[src/rtl/opnd_alu_pkg.sv]
package opnd_alu_pkg;

    localparam int OPND_W_DEF = 4;
    localparam int RES_W_DEF  = 16;
    localparam int OP_W       = 3;

    typedef enum logic [OP_W-1:0] {
        OP_ADD = 3'b000,
        OP_SUB = 3'b001,
        OP_MUL = 3'b010,
        OP_DIV = 3'b011,
        OP_MOD = 3'b100,
        OP_EQ  = 3'b101,
        OP_GT  = 3'b110,
        OP_LT  = 3'b111
    } alu_op_e;

    typedef enum logic [1:0] {
        RELN_EQ = 2'd0,
        RELN_GT = 2'd1,
        RELN_LT = 2'd2
    } reln_e;

    typedef struct packed {
        logic  is_sub;
        logic  is_div_class;
        logic  is_cmp;
        reln_e reln;
    } op_dec_t;

    function automatic op_dec_t decode_op(alu_op_e op);
        op_dec_t d;
        d.is_sub       = (op == OP_SUB);
        d.is_div_class = (op == OP_DIV) || (op == OP_MOD);
        d.is_cmp       = (op == OP_EQ) || (op == OP_GT) || (op == OP_LT);
        unique case (op)
            OP_GT:   d.reln = RELN_GT;
            OP_LT:   d.reln = RELN_LT;
            default: d.reln = RELN_EQ;
        endcase
        return d;
    endfunction

    typedef struct packed {
        logic eq;
        logic gt;
        logic lt;
    } cmp_res_t;

endpackage

[src/rtl/opnd_alu_addsub.sv]
module opnd_alu_addsub #(
    parameter int OPND_W = 4,
    parameter int RES_W  = 16
) (
    input  logic [OPND_W-1:0] lhs,
    input  logic [OPND_W-1:0] rhs,
    input  logic              do_sub,
    output logic [RES_W-1:0]  sum
);
    logic [RES_W-1:0] lhs_x;
    logic [RES_W-1:0] rhs_x;
    logic [RES_W-1:0] rhs_eff;

    assign lhs_x   = RES_W'(lhs);
    assign rhs_x   = RES_W'(rhs);
    // one adder serves both: subtract adds the inverted operand plus one
    assign rhs_eff = do_sub ? ~rhs_x : rhs_x;
    assign sum     = lhs_x + rhs_eff + RES_W'(do_sub);
endmodule

[src/rtl/opnd_alu_mul.sv]
module opnd_alu_mul #(
    parameter int OPND_W = 4
) (
    input  logic [OPND_W-1:0]   mcand,
    input  logic [OPND_W-1:0]   mplier,
    output logic [2*OPND_W-1:0] prod
);
    localparam int PW = 2 * OPND_W;

    logic [PW-1:0] acc [0:OPND_W];

    assign acc[0] = '0;

    generate
        for (genvar i = 0; i < OPND_W; i++) begin : g_row
            logic [PW-1:0] partial;
            assign partial    = mplier[i] ? (PW'(mcand) << i) : '0;
            assign acc[i + 1] = acc[i] + partial;
        end
    endgenerate

    assign prod = acc[OPND_W];
endmodule

[src/rtl/opnd_alu_div.sv]
module opnd_alu_div #(
    parameter int OPND_W = 4
) (
    input  logic [OPND_W-1:0] dvd,
    input  logic [OPND_W-1:0] dvs,
    output logic [OPND_W-1:0] quo,
    output logic [OPND_W-1:0] rem,
    output logic              dvs_zero
);
    // restoring array: one compare-subtract row per dividend bit, MSB first
    logic [OPND_W-1:0] part [0:OPND_W];

    assign part[0] = '0;

    generate
        for (genvar i = 0; i < OPND_W; i++) begin : g_stage
            localparam int BIT = OPND_W - 1 - i;
            logic [OPND_W:0] trial;
            logic            fits;
            assign trial       = {part[i], dvd[BIT]};
            assign fits        = trial >= {1'b0, dvs};
            assign quo[BIT]    = fits;
            assign part[i + 1] = fits ? OPND_W'(trial - {1'b0, dvs})
                                      : trial[OPND_W-1:0];
        end
    endgenerate

    assign rem      = part[OPND_W];
    assign dvs_zero = (dvs == '0);
endmodule

[src/rtl/opnd_alu_cmp.sv]
module opnd_alu_cmp
    import opnd_alu_pkg::*;
#(
    parameter int OPND_W = 4
) (
    input  logic [OPND_W-1:0] lhs,
    input  logic [OPND_W-1:0] rhs,
    output cmp_res_t          rel
);
    // MSB-first scan: first differing bit decides the ordering
    logic [OPND_W:0] undecided;
    logic [OPND_W:0] gt_seen;
    logic [OPND_W:0] lt_seen;

    assign undecided[OPND_W] = 1'b1;
    assign gt_seen[OPND_W]   = 1'b0;
    assign lt_seen[OPND_W]   = 1'b0;

    generate
        for (genvar i = OPND_W - 1; i >= 0; i--) begin : g_bit
            assign gt_seen[i]   = gt_seen[i + 1] | (undecided[i + 1] & lhs[i] & ~rhs[i]);
            assign lt_seen[i]   = lt_seen[i + 1] | (undecided[i + 1] & ~lhs[i] & rhs[i]);
            assign undecided[i] = undecided[i + 1] & ~(lhs[i] ^ rhs[i]);
        end
    endgenerate

    assign rel.eq = undecided[0];
    assign rel.gt = gt_seen[0];
    assign rel.lt = lt_seen[0];
endmodule

[src/rtl/opnd_alu.sv]
module opnd_alu
    import opnd_alu_pkg::*;
#(
    parameter int OPND_W = OPND_W_DEF,
    parameter int RES_W  = RES_W_DEF
) (
    input  logic [OPND_W-1:0] opnd_a,
    input  logic [OPND_W-1:0] opnd_b,
    input  logic [OP_W-1:0]   op_code,
    output logic [RES_W-1:0]  result,
    output logic              div_zero
);
    localparam int PROD_W = 2 * OPND_W;

    alu_op_e           op_e;
    op_dec_t           dec;
    logic [RES_W-1:0]  as_sum;
    logic [PROD_W-1:0] mul_prod;
    logic [OPND_W-1:0] div_q;
    logic [OPND_W-1:0] div_r;
    logic              b_zero;
    cmp_res_t          rel;
    logic              rel_bit;

    assign op_e = alu_op_e'(op_code);
    assign dec  = decode_op(op_e);

    opnd_alu_addsub #(.OPND_W(OPND_W), .RES_W(RES_W)) u_addsub (
        .lhs    (opnd_a),
        .rhs    (opnd_b),
        .do_sub (dec.is_sub),
        .sum    (as_sum)
    );

    opnd_alu_mul #(.OPND_W(OPND_W)) u_mul (
        .mcand  (opnd_a),
        .mplier (opnd_b),
        .prod   (mul_prod)
    );

    opnd_alu_div #(.OPND_W(OPND_W)) u_div (
        .dvd      (opnd_a),
        .dvs      (opnd_b),
        .quo      (div_q),
        .rem      (div_r),
        .dvs_zero (b_zero)
    );

    opnd_alu_cmp #(.OPND_W(OPND_W)) u_cmp (
        .lhs (opnd_a),
        .rhs (opnd_b),
        .rel (rel)
    );

    always_comb begin
        unique case (dec.reln)
            RELN_GT: rel_bit = rel.gt;
            RELN_LT: rel_bit = rel.lt;
            default: rel_bit = rel.eq;
        endcase
    end

    always_comb begin
        unique case (op_e)
            OP_ADD, OP_SUB: result = as_sum;
            OP_MUL:         result = RES_W'(mul_prod);
            OP_DIV:         result = b_zero ? '1 : RES_W'(div_q);
            OP_MOD:         result = b_zero ? RES_W'(opnd_a) : RES_W'(div_r);
            default:        result = RES_W'(rel_bit);
        endcase
    end

    assign div_zero = dec.is_div_class & b_zero;
endmodule


[config.mk]
export PLATFORM = sky130hd
export DESIGN_NAME = opnd_alu
export DESIGN_NICKNAME = d
export VERILOG_FILES = /design/src/rtl/opnd_alu_pkg.sv /design/src/rtl/opnd_alu_addsub.sv /design/src/rtl/opnd_alu_mul.sv /design/src/rtl/opnd_alu_div.sv /design/src/rtl/opnd_alu_cmp.sv /design/src/rtl/opnd_alu.sv
export SDC_FILE = /design/constraint.sdc
export NUM_CORES = 1
export LEC_CHECK = 0
export BUFFER_PORTS_ARGS = -buffer_cell sky130_fd_sc_hd__clkbuf_2
export CORE_ASPECT_RATIO = 1.1
export CORE_MARGIN = 2
export CORE_UTILIZATION = 31
export DETAILED_ROUTE_END_ITERATION = 8
export GPL_ROUTABILITY_DRIVEN = 0
export SETUP_SLACK_MARGIN = 0.02
export SLEW_MARGIN = 20
export SYNTH_ARGS = -nofsm -noshare
export SYNTH_HDL_FRONTEND = slang
export SYNTH_SLANG_ARGS = --single-unit
[constraint.sdc]
create_clock -name vclk -period 5.7
set_input_delay 0.285 -clock vclk [all_inputs]
set_output_delay 0.285 -clock vclk [all_outputs]
set_load 0.05 [all_outputs]
* Word level (Yosys, flattened, before mapping)
Cells that the tools add are included.
Cells by class: $add $sub $neg 9, multiply operators 0, div/mod/pow operators 0, $lt $le $gt $ge 4, equality and inequality tests 8, shift operators 0, muxes and demuxes 14, bitwise operators 41, reduce and logical (&&, ||, !) cells 4
Operator list (number):
- $pmux W16 S4 | 1
- $mux W16 | 2
- $mux W4 | 6
- $and A1 B1 Y1 | 18
- $add A16 B1 Y16 | 1
- $add A4 B16 Y16 | 1
- $not A4 Y16 | 1
- $ge A5 B4 Y1 | 3
- $not A1 Y1 | 12
- $sub A4 B4 Y4 | 3
- $eq A3 B3 Y1 const B | 3
- $add A8 B6 Y8 | 1
- $add A8 B7 Y8 | 1
- $add A8 B8 Y8 | 1
- $mux W7 | 1
- $eq A3 B2 Y1 const B | 2
- $mux W6 | 1
- $or A1 B1 Y1 | 6
- $mux W5 | 1
- $ge A1 B4 Y1 | 1
- $logic_not A4 Y1 | 1
- $pmux W2 S2 | 1
- $sub A1 B4 Y4 | 1
- $xor A1 B1 Y1 | 4
- 7 further kinds | 7
Word-level totals: bits in registers 0, bits in latches 0, memory bits (writable) 0, ROM bits 0, output and inout port bits 17, logic and storage cells 80, memories 0

* Logic depth before layout (Yosys ltp)
Gate-level depths: netlist (run 1).
word-level depth 10, gate-level depth with buffers 24

* By module
A second synthesis (run 1) with hierarchy kept.
Second synthesis, totals: cell total of the unflattened synthesis 283, area total of the unflattened synthesis 2232.1 µm²
Modules (own cells, without submodules):
- opnd_alu_div | instances 1, cells an instance 123, area each 967.2 µm², sequential area each 0.0 µm²
- opnd_alu | instances 1, cells an instance 60, area each 426.7 µm², sequential area each 0.0 µm²
- opnd_alu_mul | instances 1, cells an instance 42, area each 385.4 µm², sequential area each 0.0 µm²
- opnd_alu_addsub | instances 1, cells an instance 36, area each 296.5 µm², sequential area each 0.0 µm²
- opnd_alu_cmp | instances 1, cells an instance 22, area each 156.4 µm², sequential area each 0.0 µm²

* Worst setup path after synthesis (run 1)
No wires, ideal clock.
path kind input to output, from in opnd_a[3], to out result[1], data arrival time 5823 ps, setup slack -408 ps, stages 24, cells stage by stage inv_1 > ha_1 > inv_1 > ha_1 > nand2b_1 > a31o_2 > inv_1 > ha_1 > a2111o_1 > a32o_2 > mux2_2 > inv_1 > ha_1 > a21oi_1 > o21ai_0 > a221oi_4 > mux2i_1 > ha_1 > a211oi_1 > o21bai_1 > a221oi_1 > mux2i_2 > mux2i_1 > o21ai_0
Between the ends: longest elaborated chain between the ends 10, elaborated cells on any way between the ends 15, classes of those cells add/sub: 4; order compare: 4; mux: 7
RTL lines:
- start: declaration | RTL line opnd_alu.sv:7 | input logic [OPND_W-1:0] opnd_a,
- $sub A1 B4 Y4 or $ge A1 B4 Y1 (tied branches) | RTL line opnd_alu_div.sv:23, opnd_alu_div.sv:21
- $mux W4 (*) | RTL line opnd_alu_div.sv:23 | assign part[i + 1] = fits ? OPND_W'(trial - {1'b0, dvs})
- $sub A4 B4 Y4 or $ge A5 B4 Y1 (tied branches) | RTL line opnd_alu_div.sv:23, opnd_alu_div.sv:21
- $mux W4 (*) | RTL line opnd_alu_div.sv:23
- $ge A5 B4 Y1 or $sub A4 B4 Y4 (tied branches) | RTL line opnd_alu_div.sv:21, opnd_alu_div.sv:23
- $mux W4 | RTL line opnd_alu_div.sv:23
- $sub A4 B4 Y4 or $ge A5 B4 Y1 (tied branches) | RTL line opnd_alu_div.sv:23, opnd_alu_div.sv:21
- $mux W4 | RTL line opnd_alu_div.sv:23
- $mux W4 | RTL line opnd_alu.sv:68 | OP_MOD: result = b_zero ? RES_W'(opnd_a) : RES_W'(div_r);
- $pmux W16 S4 (*) | RTL line opnd_alu.sv:64 | unique case (op_e)
- end: declaration | RTL line opnd_alu.sv:10 | output logic [RES_W-1:0] result,
Mark *: on every way between the ends. The rest lies on a longest branch, timed or not.

* Final worst setup path (run 1)
from in opnd_a[3], to out result[0]
Between the ends: longest elaborated chain between the ends 10, elaborated cells on any way between the ends 41, classes of those cells add/sub: 3; order compare: 4; mux: 8; bitwise: 26
RTL lines:
- $sub A1 B4 Y4 or $ge A1 B4 Y1 (tied branches) | RTL line opnd_alu_div.sv:23, opnd_alu_div.sv:21
- $mux W4 | RTL line opnd_alu_div.sv:23
- $sub A4 B4 Y4 or $ge A5 B4 Y1 (tied branches) | RTL line opnd_alu_div.sv:23, opnd_alu_div.sv:21
- $mux W4 | RTL line opnd_alu_div.sv:23
- $sub A4 B4 Y4 or $ge A5 B4 Y1 (tied branches) | RTL line opnd_alu_div.sv:23, opnd_alu_div.sv:21
- $mux W4 | RTL line opnd_alu_div.sv:23
- $ge A5 B4 Y1 | RTL line opnd_alu_div.sv:21 | assign fits = trial >= {1'b0, dvs};
- $mux W4 | RTL line opnd_alu_div.sv:23
- $mux W4 | RTL line opnd_alu.sv:68
- $pmux W16 S4 (*) | RTL line opnd_alu.sv:64
Marks and branches as above.

==> metrics, run 1 <==
final cycle utilization of the critical path=approximately 96%; leading cell type in the layout, fill and taps excluded=ha_1; Period minus WS final=between 5 and 6 ns; Gate Count Post-Synth=approximately 250; min-delay src=opnd_a[2]; ANT cells=0; synthesized cell area=0.00184 mm2; DR pass1 iterations=4; initial antenna violation count=0; crit-path max FO=5; Core Area=roughly 0.0058 mm2; Seq/Total Area, Yosys=0%; Hold Crit Depth=4; Hold-fix buffers, CTS=0; critical path type=input port to output pin; Worst VDD drop=between 0.08 and 0.09 mV; GR peak layer=met2; remaining antenna violation count after routing=0; share of post-route cells with drive strength above 1=between 20% and 30%; Starting Density=around a third; vias in the first global route=~1.8k; Layout area overhead=28.4%; max-slew violations=0; syn_area_per_cell=~7.4 um2; IO Pins=28; Tot GR Track Use=approximately 15%; CLK BUF=0; Worst setup SP type=input port; GR Util met2=between 30% and 40%; Worst Hold Class=input port to output pin; Port Buffers=28; row count=29; Fmax=about 180 MHz; final hold violation count=0; M3 GR Usage=less than 1%; Worst-Margin Slew=~0.41 ns; CP Capture Type=output pin; Syn Nets=309; Register Area=0 um2; worst endpoint required time=5.41 ns; PD cells=around 170 mW/mm2; Leak=1.17 nW; Routed WL=~5000 um; final net count=350; MaxCap Viol Count=0; post-route setup slack=about 0.21 ns; Slew HR=72.6%; Place WS=-0.0371 ns; DPL Wire Length=approximately 4000 um; DRC Markers=0; first-pass GRT wire length=about 8300 um; 1st-iter DRT viols=between 60 and 70; Global Route met1 Usage=approximately 18%; die area=0.00658 mm2; commonest cells after routing, fill and taps aside=ha_1, inv_1, nand2_1, clkbuf_2, nor2_1; vias after detailed routing=approximately 1.9k; synth unique cells=a little over 40; Chip Height=between 80 and 90 um; crit path DAT=approximately 5.2 ns; Die Width=around 78 um; yosys warns=0; pin count of the biggest net entering global routing=21; fin util=approximately two fifths; num sequential=0; Vias/cell=between 5 and 6; GR Overflow Total=0; WL/cell=13.6 um; setup TNS=0 ns; Setup-failing EPs final=0; status=complete, no violations; Hold EP=result[2]
-- worst max-delay path by stage --
stage | startpoint | endpoint | slack [ns]
6_report | opnd_a[3] | result[0] | 0.21
5_1_grt | opnd_a[3] | result[0] | -0.04
4_1_cts | opnd_a[3] | result[0] | 0.03
3_5_place_dp | opnd_a[3] | result[0] | -0.04
3_3_place_gp | opnd_a[3] | result[0] | 0.1
2_1_floorplan | opnd_a[3] | result[0] | 0.04
-- routing by layer --
layer / part of all wire [%] / wire, um
met5: 0 / 0
met4: 1.4 / 68
met3: 3.1 / 156
met2: 53 / 2650
met1: 42 / 2100
-- area by class of cell --
type,instances,area [um2]
Timing Repair Buffer,46,339
Multi-Input combinational cell,216,1830
Inverter,26,97.6
Tap cell,77,96.3
Fill cell,593,3400
-- synth_stat cells, types with 2 or more instances --
| cell | number | area share (%) |
|---|---|---|
| ha_1 | 40 | 27 |
| inv_1 | 25 | 5.1 |
| nand2_1 | 25 | 5.1 |
| nor2_1 | 23 | 4.7 |
| a21oi_1 | 21 | 5.7 |
| o21ai_0 | 21 | 5.7 |
| fa_1 | 9 | 9.8 |
| nand2b_1 | 9 | 3.1 |
| a21o_1 | 7 | 2.9 |
| xor2_1 | 7 | 3.3 |
| clkbuf_1 | 6 | 1.2 |
| mux2i_1 | 6 | 3.3 |
| xnor2_1 | 6 | 2.9 |
| a221oi_1 | 4 | 1.9 |
| a31oi_1 | 3 | 1.0 |
| nor3_1 | 3 | 0.81 |
| a211oi_1 | 2 | 0.81 |
| a31o_2 | 2 | 0.95 |
| and3_1 | 2 | 0.68 |
| mux2_2 | 2 | 1.2 |
| nor4_1 | 2 | 0.68 |
| o211ai_1 | 2 | 0.81 |
| o21a_1 | 2 | 0.81 |
| o32ai_1 | 2 | 0.95 |
| or3_1 | 2 | 0.68 |
-- critical path: stages --
cell      delay (ns)
clkbuf_2        0.09
inv_1           0.07
ha_1            0.14
inv_1           0.07
ha_4            0.17
nand2b_1        0.15
a31o_4          0.24
inv_1           0.05
ha_1            0.23
a2111o_1        0.39
a32o_2          0.28
mux2_4          0.32
inv_1           0.06
ha_1            0.23
a21oi_1         0.18
o21ai_2         0.09
a221oi_4        0.28
buf_6           0.17
mux2i_4         0.27
ha_4            0.25
o21ai_1         0.12
o21bai_1        0.11
a221oi_2        0.25
mux2i_4         0.17
mux2_4          0.32
o21ai_2         0.08
buf_12          0.15
-- per-stage QoR --
step	area, um2	total power, mW	hold WS (ns)	instances
2_1_floorplan	1850	0.241	0.855	249
3_3_place_gp	2230	0.333	1.10	361
3_5_place_dp	2230	0.337	1.10	361
4_1_cts	2250	0.351	1.10	361
5_1_grt	2370	0.432	1.15	365
6_report	2370	0.393	1.10	365
-- what timing repair did --
action,in CTS,in global routing
pin swaps,0,5
resized for setup,4,18
cloned,0,0
buffers inserted,0,4
endpoints found under the setup margin,1,4
-- cell families (layout without fill, tap and decap cells) --
logic type / count (synthesis) / after routing / share of synthesized area [%]
AO/OA/AOI/OAI: 74 / 74 / 26.4
AND/OR/NAND/NOR: 70 / 70 / 17.5
adder cells (fa/ha/maj): 49 / 49 / 36.9
buffers and inverters: 33 / 72 / 6.92
XOR/XNOR: 13 / 13 / 6.18
multiplexers: 10 / 10 / 6.04
-- report_power, final --
group	internal, mW	switching [mW]
sequential	0	0
clock	0	0
combinational	0.183	0.210
total	0.183	0.210
Note: power is estimated with default switching activity, not from simulation.
==> run 2: changes to the inputs <==
--- a/config.mk
+++ b/config.mk
@@ -11,6 +11,7 @@
 export CORE_UTILIZATION = 31
 export DETAILED_ROUTE_END_ITERATION = 8
 export GPL_ROUTABILITY_DRIVEN = 0
+export PLACE_DENSITY = 0.53
 export SETUP_SLACK_MARGIN = 0.02
 export SLEW_MARGIN = 20
 export SYNTH_ARGS = -nofsm -noshare
==> constraint.sdc (replaced) <==
create_clock -name vclk -period 4.5
set_input_delay 0.225 -clock vclk [all_inputs]
set_output_delay 0.225 -clock vclk [all_outputs]
set_load 0.05 [all_outputs]
==> metrics, run 2 (synthesis gave the netlist of run 1 again) <==
Vias/cell=4.98 (-4.2%); Layout Cells excl Fill=403 (+10%); Sequential Power Share=0% (unchanged); max-slew violations=0 (unchanged); Setup-failing EPs final=4 (+4); CP dominant cell by count=ha_4; post-route setup slack=-0.773 ns (-0.985 ns); clock power share=0% (unchanged); Hold-fix buffers, CTS=0 (unchanged); IO Pins=28 (unchanged); Slew HR=67.1% (-5.5 points); Area after DPL=0.00251 mm2 (+13%); worst endpoint required time=4.28 ns (-1.13 ns); RSZ-0062 raised after global routing=true; Switching Power=330 uW (+57%); Period minus WS final=5.27 ns; Core Area=0.00577 mm2 (unchanged); CLK BUF=0 (unchanged); Register Area=0 um2 (unchanged); setup TNS=-2.96 ns (-2.96 ns); DRC Markers=0 (unchanged); pin count of the biggest net entering global routing=21 (unchanged); Logic pwr share=100.0% (about the same); Inst Count DP=390 (+8.0%); final net count=388 (+11%); Pwr Total=678 uW (+73%); WL/cell=14.5 um (+6.4%); Starting Density=31.9% (unchanged); Worst Hold Class=input port to output pin; Port Buffers=28 (unchanged); crit-path max FO=5 (unchanged); sw frac=48.7% (-4.8 points); DR pass1 iterations=4 (unchanged); slowest cell on the critical path=a2111o_1; num sequential=0 (unchanged); Die Width=77.5 um (unchanged); failing checks=setup timing; Routed WL=5850 um (+17%); commonest cells after routing, fill and taps aside=buf_4, ha_1, nand2_1, nor2_1, clkbuf_2; first-pass GRT wire length=9740 um (+17%); final cycle utilization of the critical path=117%; crit path DAT=5.05 ns (-0.15 ns); Worst setup SP type=input port; final hold violation count=0 (unchanged); row count=29 (unchanged); Worst VDD drop=0.203 mV (+150%); crit-path max cell delay=0.38 ns (about the same); ANT cells=0 (unchanged); 1st-iter DRT viols=59 (-12%); Chip Height=84.9 um (unchanged); Fmax=roughly 190 MHz; share of post-route cells with drive strength above 1=38.7% (+14 points); die area=0.00658 mm2 (unchanged); PD cells=241 mW/mm2 (+45%); GR Overflow Total=0 (unchanged); Internal=348 uW (+90%); remaining antenna violation count after routing=0 (unchanged); Worst-Margin Slew=0.489 ns (+0.0787 ns); Layout area overhead=52.7%; DPL Wire Length=4460 um (+12%); MaxCap Viol Count=0 (unchanged); leading cell type in the layout, fill and taps excluded=buf_4; vias after detailed routing=2007 (+5.8%); Design Area, Final=0.00281 mm2 (+19%); Tot GR Track Use=17.8% (+2.8 points); vias in the first global route=2054 (+12%); critical path type=input port to output pin; status=finished, violations left; CP Capture Type=output pin; initial antenna violation count=0 (unchanged); Leak=1.37 nW (+17%)
[run 2: cell count changes in the layout (fill, tap and decap cells not counted), moves of 3 or more]
cell,before,now
mux2i_1,3,0
ha_1,37,33
ha_4,3,7
o21ai_2,5,2
inv_1,25,20
buf_6,1,5
buf_4,17,52
o21ai_4,0,4
[run 2: routing by layer]
| metal | GRT usage [%] | part of all wire [%] | up-vias |
|---|---|---|---|
| met2 | 34.9 | 52 | 24 |
| met5 | 0 | 0 | - |
| met4 | 0 | 0.41 | 0 |
| met3 | 0 | 1.6 | 2 |
| met1 | 23.2 | 45 | 943 |
| li1 | - | - | 1038 |
[run 2: what timing repair did]
item	CTS	global route
resized for setup	17	22
pin swaps	13	5
endpoints found under the setup margin	4	4
setup buffers	8	5
[run 2: path summary, 6_finish.rpt]
| kind | slack [ns] | to | startpoint | cells past startpoint |
|---|---|---|---|---|
| setup / recovery | -0.77 | result[0] | opnd_a[3] | 29 |
| hold / removal | 1.06 | result[0] | opnd_a[0] | 5 |
[run 2: area by class of cell]
cell class,count,area (um2)
fill,572,2960
timing repair buffer,84,641
multi-input combinational,216,1970
tap,77,96.3
inverter,26,106
[run 2: critical path, delay by kind of cell]
| family | cells | cell delay, ns |
|---|---|---|
| AND/OR/NAND/NOR | 1 | 0.14 |
| multiplexers | 4 | 1.10 |
| AO/OA/AOI/OAI | 10 | 1.76 |
| adder cells (fa/ha/maj) | 5 | 0.94 |
| buffers and inverters | 9 | 0.89 |
[run 2: power by group through the flow]
stage / clock network, mW / logic [mW] / registers [mW]
6_report: 0 / 0.678 / 0
2_1_floorplan: 0 / 0.343 / 0
3_3_place_gp: 0 / 0.501 / 0
5_1_grt: 0 / 0.734 / 0
4_1_cts: 0 / 0.592 / 0
3_5_place_dp: 0 / 0.504 / 0
[run 2: per-stage QoR]
step	worst slack, ns	utilization (%)	hold slack [ns]
2_1_floorplan	-0.634	-	0.691
3_3_place_gp	-0.871	43.6	1.04
3_5_place_dp	-1.06	43.6	1.05
4_1_cts	-0.798	46.3	1.05
5_1_grt	-1.00	48.8	1.08
6_report	-0.773	48.8	1.06
==> run 3: changes to the inputs <==
--- a/config.mk
+++ b/config.mk
@@ -8,10 +8,10 @@
 export BUFFER_PORTS_ARGS = -buffer_cell sky130_fd_sc_hd__clkbuf_2
 export CORE_ASPECT_RATIO = 1.1
 export CORE_MARGIN = 2
-export CORE_UTILIZATION = 31
+export CORE_UTILIZATION = 40
 export DETAILED_ROUTE_END_ITERATION = 8
 export GPL_ROUTABILITY_DRIVEN = 0
-export PLACE_DENSITY = 0.53
+export PLACE_DENSITY = 0.65
 export SETUP_SLACK_MARGIN = 0.02
 export SLEW_MARGIN = 20
 export SYNTH_ARGS = -nofsm -noshare
==> metrics, run 3 (synthesis gave the netlist of run 1 again) <==
Period minus WS final=5.31 ns (+0.0420 ns); share of post-route cells with drive strength above 1=37.5% (-1.2 points); Place WS=-0.973 ns (+0.0818 ns); cell family with most CP delay=compound AO/OA/AOI/OAI gates; remaining antenna violation count after routing=0 (unchanged); die area=0.00517 mm2 (-21%); IO Pins=28 (unchanged); final cycle utilization of the critical path=118% (+0.93 points); CLK BUF=0 (unchanged); Pwr Total=665 uW (-1.8%); Setup-failing EPs final=4 (unchanged); crit-path max FO=5 (unchanged); Core Area=0.00438 mm2 (-24%); commonest cells after routing, fill and taps aside=buf_4, ha_1, nand2_1, nor2_1, clkbuf_2; final net count=385 (-0.77%); max-slew violations=0 (unchanged); ANT cells=0 (unchanged); Fmax=188 MHz (-0.79%); PD cells=242 mW/mm2 (+0.65%); CP dominant cell by count=ha_4; Worst Hold Class=input port to output pin; worst endpoint required time=4.28 ns (about the same); Layout area overhead=48.9%; initial antenna violation count=0 (unchanged); Worst VDD drop=0.143 mV (-29%); crit-path max cell delay=0.38 ns (about the same); CP Capture Type=output pin; Leak=1.35 nW (-1.4%); pin count of the biggest net entering global routing=21 (unchanged); area of the multi-input gates=0.00195 mm2 (-1.1%); RSZ-0062 raised after global routing=true; vias after detailed routing=2047 (+2.0%); GR Overflow Total=0 (unchanged); slowest cell on the critical path=a2111o_1; crit path DAT=5.09 ns (+0.04 ns); MaxCap Viol Count=0 (unchanged); Slew HR=67.1% (about the same); status=finished, violations left; post-route setup slack=-0.815 ns (-0.0420 ns); Register Area=0 um2 (unchanged); leading cell type in the layout, fill and taps excluded=buf_4; row count=25 (-14%); WL/cell=14.5 um (-0.22%); 1st-iter DRT viols=65 (+10%); DRC Markers=0 (unchanged); num sequential=0 (unchanged); Vias/cell=5.43 (+9.0%); first-pass GRT wire length=8870 um (-8.9%); critical path type=input port to output pin; Port Buffers=28 (unchanged); fillers=410 (-28%); failing checks=setup timing; Tot GR Track Use=21.9% (+4.1 points); vias in the first global route=1975 (-3.8%); Worst setup SP type=input port; Die Width=68.7 um (-11%); DPL Wire Length=4260 um (-4.4%); Starting Density=42.1% (+10 points); Chip Height=75.2 um (-11%); buffers and inverters on the worst path=9 (unchanged); final hold violation count=0 (unchanged); DR pass1 iterations=5 (+1); Worst-Margin Slew=0.493 ns (+0.00450 ns); Routed WL=5460 um (-6.7%)
==> run 3: stage by stage <==
| stage | cell area (um2) | std cells | TNS (ns) | hold WS [ns] | utilization, % |
|---|---|---|---|---|---|
| 3_5_place_dp | 2480 | 366 | -3.68 | 1.04 | 56.6 |
| 4_1_cts | 2640 | 374 | -2.89 | 1.04 | 60.2 |
| 5_1_grt | 2750 | 377 | -3.82 | 1.08 | 62.7 |
| 3_3_place_gp | 2480 | 366 | -3.29 | 1.04 | 56.6 |
| 6_report | 2750 | 377 | -3.00 | 1.05 | 62.7 |
| 2_1_floorplan | 1970 | 249 | -2.43 | 0.691 | - |
==> run 3: per-layer routing <==
metal | wire length, um | GRT usage (%) | vias to the layer above
li1 | - | - | 1040
met5 | 0 | 0 | -
met2 | 2850 | 42.1 | 54
met3 | 144 | 0.897 | 11
met4 | 114 | 4.58 | 0
met1 | 2350 | 26.7 | 942
==> run 3: power by group <==
group          switching [mW]  internal (mW)
logic                   0.318          0.347
clock network               0              0
registers                   0              0
total                   0.318          0.347
==> run 3: final timing paths <==
check / startpoint / end / slack, ns / depth (start not counted)
hold / removal: op_code[2] / result[14] / 1.05 / 3
setup / recovery: opnd_a[3] / result[0] / -0.81 / 29
==> run 3: cell type report <==
cell class	instances	share of cell area, %
multi-input cells	216	71.0
repair buffers	81	22.7
inverters	26	3.87
well taps	54	2.46
==> run 3: what timing repair did <==
item | in CTS | in global routing
cloned | 0 | 0
hold buffers | 0 | 0
pin swaps | 11 | 3
setup buffers | 8 | 3
hold endpoints to repair | 0 | 0
resized for setup | 18 | 21
endpoints found under the setup margin | 4 | 4
